--- config.mk ---
export PLATFORM = sky130hd
export DESIGN_NAME = seg_scan_display
export DESIGN_NICKNAME = d
export VERILOG_FILES = /design/src/rtl/disp_pkg.sv /design/src/rtl/host_sync.sv /design/src/rtl/digit_store.sv /design/src/rtl/scan_timer.sv /design/src/rtl/seg_scan_display.sv
export SDC_FILE = /design/constraint.sdc
export NUM_CORES = 1
export LEC_CHECK = 0
export BUFFER_PORTS_ARGS = -buffer_cell sky130_fd_sc_hd__buf_2
export CELL_PAD_IN_SITES_DETAIL_PLACEMENT = 1
export CELL_PAD_IN_SITES_GLOBAL_PLACEMENT = 1
export CORE_MARGIN = 8
export CORE_UTILIZATION = 50
export DETAILED_ROUTE_END_ITERATION = 10
export GPL_TIMING_DRIVEN = 0
export PLACE_DENSITY_LB_ADDON = 0.1
export REMOVE_ABC_BUFFERS = 1
export SYNTH_ARGS = -nofsm -noshare
export SYNTH_HDL_FRONTEND = slang
export SYNTH_SLANG_ARGS = --single-unit
export TNS_END_PERCENT = 1
--- constraint.sdc ---
create_clock -name clk -period 3.7 [get_ports clk]
set_input_delay 0.74 -clock clk [delete_from_list [all_inputs] [get_ports clk]]
set_output_delay 0.74 -clock clk [all_outputs]
set_load 0.02 [all_outputs]
--- src/rtl/disp_pkg.sv ---
package disp_pkg;

    localparam int NUM_DIGITS = 6;
    localparam int ADDR_W     = 3;
    localparam int CODE_W     = 4;
    localparam int SEG_W      = 8;
    localparam int IDX_W      = $clog2(NUM_DIGITS);

    typedef struct packed {
        logic [CODE_W-1:0] code;
        logic              dp;
    } digit_t;

    localparam int DIGIT_W = $bits(digit_t);

    typedef struct packed {
        logic              ce_n;
        logic              we_n;
        logic [ADDR_W-1:0] addr;
        digit_t            val;
    } host_bus_t;

    localparam digit_t DIGIT_RESET = '{code: 4'hF, dp: 1'b0};

    localparam host_bus_t BUS_IDLE = '{ce_n: 1'b1, we_n: 1'b1,
                                       addr: '0, val: DIGIT_RESET};

    // Segment bits: 0=a 1=b 2=c 3=d 4=e 5=f 6=g
    function automatic logic [6:0] glyph(input logic [CODE_W-1:0] c);
        logic [6:0] s;
        case (c)
            4'h0: s = 7'h3F;
            4'h1: s = 7'h06;
            4'h2: s = 7'h5B;
            4'h3: s = 7'h4F;
            4'h4: s = 7'h66;
            4'h5: s = 7'h6D;
            4'h6: s = 7'h7D;
            4'h7: s = 7'h07;
            4'h8: s = 7'h7F;
            4'h9: s = 7'h6F;
            4'hA: s = 7'h40;
            4'hB: s = 7'h79;
            4'hC: s = 7'h76;
            4'hD: s = 7'h38;
            4'hE: s = 7'h73;
            default: s = 7'h00;
        endcase
        return s;
    endfunction

    function automatic logic [SEG_W-1:0] render(input digit_t d);
        return {d.dp, glyph(d.code)};
    endfunction

endpackage

--- src/rtl/host_sync.sv ---
module host_sync
    import disp_pkg::*;
#(
    parameter int SYNC_STAGES = 2
) (
    input  logic              clk,
    input  logic              rst,
    input  host_bus_t         bus_i,
    output logic              wr_en_o,
    output logic [ADDR_W-1:0] wr_addr_o,
    output digit_t            wr_val_o
);

    host_bus_t         stage [SYNC_STAGES];
    host_bus_t         bus_s;
    logic              active;
    logic              act_q;
    logic [ADDR_W-1:0] held_addr;
    digit_t            held_val;

    always_ff @(posedge clk) begin
        if (rst) begin
            for (int i = 0; i < SYNC_STAGES; i++) stage[i] <= BUS_IDLE;
        end else begin
            stage[0] <= bus_i;
            for (int i = 1; i < SYNC_STAGES; i++) stage[i] <= stage[i-1];
        end
    end

    assign bus_s  = stage[SYNC_STAGES-1];
    assign active = !bus_s.ce_n && !bus_s.we_n;

    // Remember what was on the bus during the last cycle both strobes were low
    always_ff @(posedge clk) begin
        if (rst) begin
            act_q     <= 1'b0;
            held_addr <= '0;
            held_val  <= DIGIT_RESET;
        end else begin
            act_q <= active;
            if (active) begin
                held_addr <= bus_s.addr;
                held_val  <= bus_s.val;
            end
        end
    end

    assign wr_en_o   = act_q && !active;
    assign wr_addr_o = held_addr;
    assign wr_val_o  = held_val;

    AST_WRITE_NEEDS_SELECT: assert property (@(posedge clk) disable iff (rst)
        wr_en_o |-> $past(!bus_s.ce_n));

    AST_SINGLE_PULSE: assert property (@(posedge clk) disable iff (rst)
        wr_en_o |=> !wr_en_o);

endmodule

--- src/rtl/digit_store.sv ---
module digit_store
    import disp_pkg::*;
(
    input  logic              clk,
    input  logic              rst,
    input  logic              wr_en_i,
    input  logic [ADDR_W-1:0] wr_addr_i,
    input  digit_t            wr_val_i,
    input  logic [IDX_W-1:0]  rd_idx_i,
    output digit_t            rd_val_o
);

    digit_t                        regs [NUM_DIGITS];
    logic [NUM_DIGITS*DIGIT_W-1:0] flat;

    for (genvar g = 0; g < NUM_DIGITS; g++) begin : g_reg
        always_ff @(posedge clk) begin
            if (rst)
                regs[g] <= DIGIT_RESET;
            else if (wr_en_i && wr_addr_i == ADDR_W'(g))
                regs[g] <= wr_val_i;
        end
        assign flat[g*DIGIT_W +: DIGIT_W] = regs[g];
    end

    assign rd_val_o = regs[rd_idx_i];

    AST_NULL_ADDR_IGNORED: assert property (@(posedge clk) disable iff (rst)
        (wr_en_i && wr_addr_i >= ADDR_W'(NUM_DIGITS)) |=> $stable(flat));

    AST_NO_WRITE_HOLDS: assert property (@(posedge clk) disable iff (rst)
        !wr_en_i |=> $stable(flat));

endmodule

--- src/rtl/scan_timer.sv ---
module scan_timer
    import disp_pkg::*;
#(
    parameter int DIGIT_TICKS = 16,
    parameter int BLANK_TICKS = 4
) (
    input  logic             clk,
    input  logic             rst,
    input  logic             freeze_i,
    output logic [IDX_W-1:0] idx_o,
    output logic             blank_o
);

    localparam int CNT_W = $clog2(DIGIT_TICKS);

    logic [CNT_W-1:0] cnt_q;
    logic [IDX_W-1:0] idx_q;

    always_ff @(posedge clk) begin
        if (rst) begin
            cnt_q <= '0;
            idx_q <= '0;
        end else if (!freeze_i) begin
            if (cnt_q == CNT_W'(DIGIT_TICKS - 1)) begin
                cnt_q <= '0;
                idx_q <= (idx_q == IDX_W'(NUM_DIGITS - 1)) ? '0 : idx_q + 1'b1;
            end else begin
                cnt_q <= cnt_q + 1'b1;
            end
        end
    end

    assign idx_o   = idx_q;
    assign blank_o = cnt_q < CNT_W'(BLANK_TICKS);

    AST_FREEZE_HOLDS: assert property (@(posedge clk) disable iff (rst)
        freeze_i |=> ($stable(idx_q) && $stable(cnt_q)));

    AST_STEP_IN_GAP: assert property (@(posedge clk) disable iff (rst)
        !$stable(idx_q) |-> blank_o);

    AST_INDEX_RANGE: assert property (@(posedge clk) disable iff (rst)
        idx_q < IDX_W'(NUM_DIGITS));

endmodule

--- src/rtl/seg_scan_display.sv ---
module seg_scan_display
    import disp_pkg::*;
#(
    parameter int DIGIT_TICKS = 16,
    parameter int BLANK_TICKS = 4,
    parameter int SYNC_STAGES = 2
) (
    input  logic                  clk,
    input  logic                  rst,
    input  logic [CODE_W-1:0]     bcd_i,
    input  logic                  dp_i,
    input  logic [ADDR_W-1:0]     addr_i,
    input  logic                  ce_n_i,
    input  logic                  we_n_i,
    input  logic                  freeze_i,
    input  logic                  seg_off_i,
    output logic [SEG_W-1:0]      seg_o,
    output logic                  seg_oe_o,
    output logic [NUM_DIGITS-1:0] digit_sel_o
);

    host_bus_t         bus;
    logic              wr_en;
    logic [ADDR_W-1:0] wr_addr;
    digit_t            wr_val;
    logic [IDX_W-1:0]  idx;
    logic              blank;
    digit_t            cur;

    always_comb begin
        bus.ce_n     = ce_n_i;
        bus.we_n     = we_n_i;
        bus.addr     = addr_i;
        bus.val.code = bcd_i;
        bus.val.dp   = dp_i;
    end

    host_sync #(.SYNC_STAGES(SYNC_STAGES)) u_sync (
        .clk       (clk),
        .rst       (rst),
        .bus_i     (bus),
        .wr_en_o   (wr_en),
        .wr_addr_o (wr_addr),
        .wr_val_o  (wr_val)
    );

    digit_store u_store (
        .clk       (clk),
        .rst       (rst),
        .wr_en_i   (wr_en),
        .wr_addr_i (wr_addr),
        .wr_val_i  (wr_val),
        .rd_idx_i  (idx),
        .rd_val_o  (cur)
    );

    scan_timer #(.DIGIT_TICKS(DIGIT_TICKS), .BLANK_TICKS(BLANK_TICKS)) u_scan (
        .clk      (clk),
        .rst      (rst),
        .freeze_i (freeze_i),
        .idx_o    (idx),
        .blank_o  (blank)
    );

    assign digit_sel_o = blank ? '0 : (NUM_DIGITS'(1) << idx);
    assign seg_o       = (blank || seg_off_i) ? '0 : render(cur);
    assign seg_oe_o    = !seg_off_i;

    AST_ONE_DIGIT: assert property (@(posedge clk) disable iff (rst)
        $onehot0(digit_sel_o));

    AST_DARK_WHEN_OFF: assert property (@(posedge clk) disable iff (rst)
        seg_off_i |-> (seg_o == '0 && !seg_oe_o));

    AST_DARK_GAP: assert property (@(posedge clk) disable iff (rst)
        (digit_sel_o == '0) |-> (seg_o == '0));

endmodule

==> results of run 1 <==
==> worst max-delay path: stages (launching register included) <==
cell	delay, ns
dfxtp_2	0.61
mux2i_1	0.24
a22oi_1	0.10
nand2_1	0.23
inv_1	0.14
ha_1	0.22
nand3_1	0.08
nand3_1	0.10
or2_1	0.24
o22ai_1	0.14
buf_2	0.18
==> sequential cells by signal (all words and copies together) (netlist names), named ones only <==
name	count
u_store.regs	30
u_sync.stage	20
u_sync.wr_val_o	5
u_scan.cnt_q	4
u_scan.idx_o	3
u_sync.wr_addr_o	3
u_sync.act_q	1
==> through the flow <==
step                      instance area, sq um  hold WS (ns)
after global routing                      3450         0.422
after detailed placement                  3270         0.396
final                                     3450         0.403
after global placement                    3270         0.391
after CTS                                 3450         0.407
after floorplan                           3040         0.389
==> area by class of cell <==
class,count,area share
clock inverters,5,0.0149
inverters,7,0.00761
flip-flops and latches,69,0.487
repair buffers,28,0.0406
well taps,75,0.0272
clock buffers,11,0.0380
multi-input cells,200,0.384
==> where the power goes <==
part,switching [uW],internal (uW),leakage (uW)
Combinational,24.4,17.8,0.000576
Clock,264,307,0.0000907
Sequential,6.31,808,0.000544
==> cells by family (layout without fill, tap and decap cells) <==
group | Yosys count | count (layout) | share of synthesized area
and+or+nand+nor | 134 | 134 | 0.231
DFF | 69 | 69 | 0.542
AOI/OAI and AO/OA | 35 | 35 | 0.0738
buffers and inverters | 20 | 51 | 0.0298
muxes | 17 | 17 | 0.0714
adders and majority gates | 10 | 10 | 0.0403
xor gates and xnor gates | 4 | 4 | 0.0113
==> cells in the final DEF, fill, tap and decap left out, types with 3 or more instances in the layout <==
master    count
dfxtp_1      38
nand2_1      30
edfxtp_1     30
buf_2        28
nand2b_1     22
nor2_1       19
or2_2        14
mux2i_1      12
nor2b_1      11
ha_1         10
nand3_1       9
a21oi_1       9
clkbuf_8      9
o21ai_0       8
and2_1        7
nor3_1        7
inv_1         6
or2b_1        4
mux4_2        3
a21o_1        3
o31ai_1       3
nor4_1        3
==> metal layers <==
| layer | wire, um | vias to the layer above | track usage |
|---|---|---|---|
| li1 | - | 1051 | - |
| met1 | 2740 | 1012 | 0.167 |
| met2 | 3210 | 32 | 0.269 |
| met4 | 160 | 0 | 0.104 |
| met5 | 0 | - | 0 |
| met3 | 168 | 14 | 0.0349 |
==> how the worst max path moves through the flow <==
stage / from / end / slack [ns]
after global routing: register / seg_o[3] / 0.01
final: register / seg_o[3] / 0.33
after detailed placement: register / seg_o[3] / 0.33
after floorplan: register / seg_o[3] / 0.69
after global placement: register / seg_o[3] / 0.36
after CTS: register / seg_o[3] / 0.24
==> timing repair <==
item,in CTS,in global routing
hold buffers,0,0
setup endpoints to repair,2,0
resized for setup,1,0
buffers inserted,0,0
==> flow_metrics.tcl, run 1 <==
set metrics [dict create \
    fmax_ghz 0.296 \
    period_share 0.912 \
    worstHoldStart "u_sync.stage[0][4]" \
    start_util 0.521 \
    slew_headroom 0.347 \
    netlist_instances 289 \
    final.fill_count 672 \
    grt_start_max_net_pins 40 \
    gp_congestion 0.778 \
    whs_path_depth 1 \
    timing.final.ws_setup_ns 0.327 \
    min_to "u_sync.stage[0][14]" \
    syn_area_per_cell_sq_um 10.7 \
    setup_viol 0 \
    detail_route.first_pass.iterations 4 \
    place_ws_ns 0.329 \
    path_clk_slew_ns 0.07 \
    synth.area.top_cells "edfxtp_1 29%, dfxtp_1 25%, nand2b_1 4.4%" \
    crit_fanout 14 \
    synth_top_area_cell "edfxtp_1" \
    num_io_pins 29 \
    routed_wl_um 6280 \
    synth-edff-count 30 \
    yosys_warnings 0 \
    cts_tree "done" \
    power.total_uw 1430 \
    coreArea_sq_mm 0.00596 \
    multi_input_area_sq_mm 0.00133 \
    worstMarginPinSlew_ns 0.971 \
    rrSetupSlack_ns 1.55 \
    yosysMostFrequentCell "dfxtp_1" \
    worstSetupPathType "reg2out" \
    ys_async_sr_fraction 0 \
    place_inst 379 \
    die_y_um 94.8 \
    wire_per_inst_um 15.9 \
    dieWidth_um 94.8 \
    required_ns 2.96 \
    hpwl_um 4570 \
    cts_sinks 69 \
    seqCellArea_sq_mm 0.00168 \
    synth-seq-area-share 0.542 \
    finalMaxSlewViolations 0 \
    grt_overflow_total 0 \
    synth_top_cells_by_count "39 x dfxtp_1, 30 x edfxtp_1, 30 x nand2_1, 22 x nand2b_1, 19 x nor2_1" \
    peakVddDrop_v 0.000300 \
    period_needed_ns 3.37 \
    status "completed" \
    antenna_found_initial 0 \
    timing.rr.end "u_store.regs[0][0]" \
    drtIter0Drc 67 \
    area.growth.synth_to_final_pct 11.3 \
    rsz0062_at_grt "false" \
    num_antenna_cells 0 \
    final.setup.tns_ns 0 \
    drive_above_1_share 0.203 \
    row_count 28 \
    cts_buffers 9 \
    r2r.worst_path.cells 4 \
    ys_ff_latch 69 \
    crit_arrival_ns 2.63 \
    critPathLaunchType "register" \
    ctsLongestPathBuffers 2 \
    worstSkewPairLatency_ns 0.34 \
    die_area_sq_mm 0.00898 \
    fin_cells 395 \
    maxCapViolCount 0 \
    vias 2109 \
    p_leak_uw 0.00121 \
    detail-route-antenna-nets 0 \
    io_buffer_count 28 \
    htreeDepth 3 \
    vias_per_cell 5.34 \
    grt_pass1_wl_um 10600 \
    synthFlopType "dfxtp_1" \
    pwr_density_cell_mw_per_mm2 413 \
    final_util 0.580 \
    synth_area_sq_mm 0.00310 \
    r2r-start "u_sync.stage[0][19]" \
    hold_viol 0 \
    synth_top_cell_area_share 0.290 \
    cp-end-kind "output pin" \
    hp-class "reg2reg" \
    grt_pass1_vias 2282 \
    clock-root-buffer "clkbuf_8" \
    grt_util_all_layers 0.155 \
    synth.distinct_cells 45 \
    clock_skew_ns 0.00737 \
    drc 0 \
    nNetsFinal 339 \
]
Note: power is estimated with default switching activity, not from simulation.
==> run 2: changes to the inputs <==
--- a/config.mk
+++ b/config.mk
@@ -5,6 +5,7 @@
 export SDC_FILE = /design/constraint.sdc
 export NUM_CORES = 1
 export LEC_CHECK = 0
+export ABC_CLOCK_PERIOD_IN_PS = 4300
 export BUFFER_PORTS_ARGS = -buffer_cell sky130_fd_sc_hd__buf_2
 export CELL_PAD_IN_SITES_DETAIL_PLACEMENT = 1
 export CELL_PAD_IN_SITES_GLOBAL_PLACEMENT = 1
@@ -14,6 +15,7 @@
 export GPL_TIMING_DRIVEN = 0
 export PLACE_DENSITY_LB_ADDON = 0.1
 export REMOVE_ABC_BUFFERS = 1
+export SKIP_CTS_REPAIR_TIMING = 1
 export SYNTH_ARGS = -nofsm -noshare
 export SYNTH_HDL_FRONTEND = slang
 export SYNTH_SLANG_ARGS = --single-unit
==> constraint.sdc (replaced) <==
create_clock -name clk -period 4.3 [get_ports clk]
set_input_delay 0.86 -clock clk [delete_from_list [all_inputs] [get_ports clk]]
set_output_delay 0.86 -clock clk [all_outputs]
set_load 0.02 [all_outputs]
==> run 2 against run 1 <==
- die area did not move
- power decreased by 14%
- global-route usage barely moved
- cell area about the same
- register-to-register slack improved by 0.62 ns
- clock power decreased by 14%
- clock skew barely moved
- first-iteration DRC count shrank 10%
- critical endpoint unchanged
- highest routed layer unchanged
==> flow_metrics.tcl, run 2 (synthesis results as in run 1) <==
set metrics [dict create \
    hold_viol 0 \
    slowest_stage "dfxtp_1" \
    status "completed" \
    grt_pass1_wl_um 10600 \
    worstMarginPinSlew_ns 0.945 \
    cpMostUsedCell "nand3_1" \
    fmax_ghz 0.265 \
    grt_util_all_layers 0.156 \
    intPower_uw 974 \
    vias 2103 \
    clock-root-buffer "clkbuf_8" \
    crit_arrival_ns 2.91 \
    drtIter0Drc 60 \
    largest_reg_flops 30 \
    start_util 0.521 \
    hp-class "reg2reg" \
    path_clk_slew_ns 0.07 \
    grt_start_max_net_pins 40 \
    rrSetupSlack_ns 2.17 \
    die_y_um 94.8 \
    io_buffer_count 28 \
    cts_sinks 69 \
    crit_buf_inv 2 \
    setup_viol 0 \
    crit_fanout 14 \
    cts_buffers 9 \
    period_share 0.876 \
    required_ns 3.44 \
    num_antenna_cells 0 \
    maxCapViolCount 0 \
    die_area_sq_mm 0.00898 \
    vias_per_cell 5.32 \
    switching_share 0.207 \
    gp_congestion 0.778 \
    worstSetupPathType "reg2out" \
    path_cells "mux2i_1 -> a22oi_1 -> nand2_1 -> inv_1 -> ha_1 -> nand3_1 -> nand3_1 -> or2_1 -> o22ai_1 -> buf_2" \
    antenna_found_initial 0 \
    r2r-start "u_sync.stage[0][19]" \
    area.growth.synth_to_final_pct 11.3 \
    coreArea_sq_mm 0.00596 \
    critPathTopFamily "flip-flops" \
    routed_wl_um 6320 \
    hpwl_um 4570 \
    dieWidth_um 94.8 \
    cts_tree "done" \
    p_leak_uw 0.00121 \
    worstSkewPairLatency_ns 0.34 \
    power.total_uw 1230 \
    rsz0062_at_grt "false" \
    place_ws_ns 0.809 \
    detail-route-antenna-nets 0 \
    cp-end-kind "output pin" \
    htreeDepth 3 \
    sequentialPowerShare 0.570 \
    crit_path_max_incr_delay_ns 0.85 \
    period_needed_ns 3.77 \
    r2r.worst_path.cells 4 \
    slew_headroom 0.365 \
    worstHoldStart "u_sync.stage[0][4]" \
    final.setup.tns_ns 0 \
    net-switching-power_uw 254 \
    num_io_pins 29 \
    layout_commonest_cell "dfxtp_1" \
    p_clk_frac 0.400 \
    row_count 28 \
    grt_pass1_vias 2291 \
    nNetsFinal 339 \
    crit_cells 10 \
    drive_above_1_share 0.200 \
    timing.hold.ws_ns 0.403 \
    detail_route.first_pass.iterations 4 \
    timing.rr.end "u_store.regs[0][0]" \
    ctsLongestPathBuffers 2 \
    wire_per_inst_um 16.0 \
    peakVddDrop_v 0.000258 \
    pwr_density_cell_mw_per_mm2 356 \
    drc 0 \
    finalMaxSlewViolations 0 \
    combPwrFrac 0.030 \
    grt_overflow_total 0 \
    crit_path_end "seg_o[3]" \
    mostFrequentLayoutCells "39 x dfxtp_1, 30 x nand2_1, 30 x edfxtp_1" \
    critPathLaunchType "register" \
    clock_skew_ns 0.00781 \
    regMostFlops "u_store.regs" \
    timing.final.ws_setup_ns 0.532 \
    final_util 0.580 \
]
-- run 2: cell counts in the layout (fill, tap and decap cells not counted) --
Identical to the previous run, type by type.
-- run 2: how the worst min path moves through the flow --
stage | end | cells after the start
after CTS | u_sync.stage[0][14] | 1
after floorplan | u_sync.stage[0][11] | 1
after global placement | u_sync.stage[0][11] | 1
after detailed placement | u_sync.stage[0][12] | 1
after global routing | u_sync.stage[0][14] | 1
final | u_sync.stage[0][14] | 1
-- run 2: power by group through the flow --
stage / logic, uW / registers [uW] / clock network, uW
finish: 36.5 / 700 / 492
global route: 41.6 / 701 / 524
CTS: 37.5 / 701 / 505
detailed placement: 37.3 / 715 / 0
global placement: 35.7 / 714 / 0
floorplan: 20.8 / 713 / 0
-- run 2: stage by stage --
stage	cell area (sq um)	cells
after floorplan	3040	276
after global placement	3270	379
after detailed placement	3270	379
after CTS	3450	395
after global routing	3450	395
final	3450	395
-- run 2: routing by layer --
metal | vias to the layer above | global-route usage | share of wire
li1 | 1050 | - | -
met2 | 38 | 0.269 | 0.51
met4 | 0 | 0.104 | 0.023
met5 | - | 0 | 0
met1 | 1002 | 0.167 | 0.44
met3 | 13 | 0.0349 | 0.025
-- run 2: final cells by class --
class	instances	area, sq um
Fill cell	672	2500
Timing Repair Buffer	28	140
Multi-Input combinational cell	200	1330
Inverter	7	26.3
Tap cell	75	93.8
Clock buffer	11	131
Clock inverter	5	51.3
Sequential cell	69	1680
==> run 3: changes to the inputs <==
--- a/config.mk
+++ b/config.mk
@@ -10,7 +10,8 @@
 export CELL_PAD_IN_SITES_DETAIL_PLACEMENT = 1
 export CELL_PAD_IN_SITES_GLOBAL_PLACEMENT = 1
 export CORE_MARGIN = 8
-export CORE_UTILIZATION = 50
+export CORE_UTILIZATION = 51
+export CTS_CLUSTER_DIAMETER = 40
 export DETAILED_ROUTE_END_ITERATION = 10
 export GPL_TIMING_DRIVEN = 0
 export PLACE_DENSITY_LB_ADDON = 0.1
@@ -18,5 +19,6 @@
 export SKIP_CTS_REPAIR_TIMING = 1
 export SYNTH_ARGS = -nofsm -noshare
 export SYNTH_HDL_FRONTEND = slang
+export SYNTH_HIERARCHICAL = 1
 export SYNTH_SLANG_ARGS = --single-unit
 export TNS_END_PERCENT = 1
==> run 3 against run 2 <==
- global-route usage fell by 0.73 points
- clock skew fell by 0.0011 ns
- highest routed layer unchanged
- combinational power is 1% higher
- register-to-register slack worse by 0.03 ns
==> flow_metrics.tcl, run 3 <==
set metrics [dict create \
    synth_top_cells_by_count "36 x dfxtp_1, 30 x edfxtp_1, 20 x nand3b_1, 19 x a21oi_1, 13 x nor2_1" \
    grt_overflow_total 0 \
    clock-root-buffer "clkbuf_8" \
    nNetsFinal 307 \
    slowest_stage "dfxtp_1" \
    synth.distinct_cells 51 \
    layout_commonest_cell "dfxtp_1" \
    power.total_uw 1220 \
    drc 0 \
    routed_wl_um 6030 \
    final_util 0.582 \
    pwr_density_cell_mw_per_mm2 357 \
    place_ws_ns 0.629 \
    synth_fa_ha_area_frac 0.0367 \
    largest_reg_flops 30 \
    ys_ff_latch 66 \
    timing.hold.ws_ns 0.414 \
    yosys_warnings 6 \
    detail-route-antenna-nets 0 \
    grt_util_all_layers 0.149 \
    die_area_sq_mm 0.00876 \
    cts_tree "done" \
    ctsLongestPathBuffers 2 \
    drtIter0Drc 101 \
    cts_buffers 9 \
    p_leak_uw 0.00124 \
    ys_async_sr_fraction 0 \
    num_antenna_cells 0 \
    synth_xor_area_frac 0.00285 \
    row_count 28 \
    synth-seq-area-share 0.528 \
    synthMuxAreaShare 0.0945 \
    synth_area_sq_mm 0.00307 \
    grt_pass1_vias 2073 \
    worstSkewPairLatency_ns 0.34 \
    timing.final.ws_setup_ns 0.295 \
    io_buffer_count 28 \
    regMostFlops "u_store/regs" \
    area.growth.synth_to_final_pct 11.4 \
    synth-compound-area-share 0.0815 \
    crit_buf_inv 3 \
    vias 2022 \
    period_share 0.931 \
    syn_area_per_cell_sq_um 11.7 \
    path_cells "mux2_1 -> mux4_2 -> inv_1 -> ha_1 -> inv_1 -> mux2_2 -> a21oi_1 -> buf_2" \
    worstSetupPathType "reg2out" \
    crit_path_max_incr_delay_ns 0.83 \
    cpMostUsedCell "inv_1" \
    critPathTopFamily "multiplexers" \
    setup_viol 0 \
    period_needed_ns 4.00 \
    mostFrequentLayoutCells "36 x dfxtp_1, 30 x edfxtp_1, 28 x buf_2" \
    hp-class "reg2reg" \
    path_clk_slew_ns 0.07 \
    crit_arrival_ns 3.14 \
    grt_start_max_net_pins 49 \
    antenna_found_initial 0 \
    wire_per_inst_um 16.6 \
    start_util 0.522 \
    cts_sinks 66 \
    worstMarginPinSlew_ns 0.788 \
    synth-simple-area-share 0.218 \
    vias_per_cell 5.55 \
    status "completed" \
    final.fill_count 645 \
    gp_congestion 0.757 \
    clock_skew_ns 0.00676 \
    maxCapViolCount 0 \
    drive_above_1_share 0.246 \
    synth_top_area_cell "edfxtp_1" \
    synth-edff-count 30 \
    synth.area.top_cells "edfxtp_1 29%, dfxtp_1 23%, nand3b_1 4.9%" \
    grt_pass1_wl_um 10000 \
    yosysMostFrequentCell "dfxtp_1" \
    rsz0062_at_grt "false" \
    num_io_pins 29 \
    die_y_um 93.6 \
    synth_top_cell_area_share 0.293 \
    synth_top_family_by_area "simple AND/OR/NAND/NOR gates" \
    fmax_ghz 0.250 \
    synthFlopType "dfxtp_1" \
    critPathLaunchType "register" \
    slew_headroom 0.474 \
    detail_route.first_pass.iterations 4 \
    netlist_instances 262 \
    hpwl_um 4170 \
    finalMaxSlewViolations 0 \
    peakVddDrop_v 0.000280 \
    coreArea_sq_mm 0.00589 \
    hold_viol 0 \
    htreeDepth 3 \
    cp-end-kind "output pin" \
    crit_fanout 18 \
    dieWidth_um 93.6 \
    required_ns 3.44 \
    final.setup.tns_ns 0 \
]
run 3: report_power, final:
part	internal [uW]	switching, uW	total (uW)	leakage, uW
Clock	292	220	512	0.000105
Sequential	666	6.50	673	0.000519
Combinational	16.4	20.6	36.9	0.000615
Total	974	247	1220	0.00124
run 3: cells by family after synthesis:
| family | count (synthesis) |
|---|---|
| DFF | 66 |
| AOI/OAI and AO/OA | 41 |
| buffers and inverters | 23 |
| and+or+nand+nor | 101 |
| muxes | 21 |
| xor gates and xnor gates | 1 |
| adders and majority gates | 9 |
run 3: area by class of cell:
class | instances | area (sq um) | area share
sequential | 66 | 1620 | 0.474
multi-input combinational | 173 | 1340 | 0.390
clock buffer | 15 | 198 | 0.0577
timing repair buffer | 29 | 151 | 0.0442
tap | 75 | 93.8 | 0.0274
inverter | 5 | 18.8 | 0.00548
clock inverter | 1 | 5.00 | 0.00146
run 3: worst paths after layout:
kind,startpoint,endpoint,slack (ns),depth (start not counted)
hold / removal,u_sync/stage[0][4],u_sync/stage[0][14],0.41,1
setup reg to reg,u_sync/stage[0][18],u_store/regs[5][3],2.14,5
setup / recovery,u_scan/idx_o[1],seg_o[0],0.30,8
hold reg to reg,u_sync/stage[0][4],u_sync/stage[0][14],0.41,1
run 3: stage by stage:
step | instance area [sq um] | std cells
finish | 3420 | 364
global route | 3420 | 364
CTS | 3420 | 364
detailed placement | 3220 | 348
global placement | 3200 | 347
floorplan | 2970 | 244
run 3: per-layer routing:
layer,wire [um],share of wire,track usage,vias to the layer above
li1,-,-,-,1000
met1,2610,0.43,0.164,979
met2,3070,0.51,0.251,29
met3,155,0.026,0.0361,14
met4,196,0.033,0.0964,0
met5,0,0,0,-
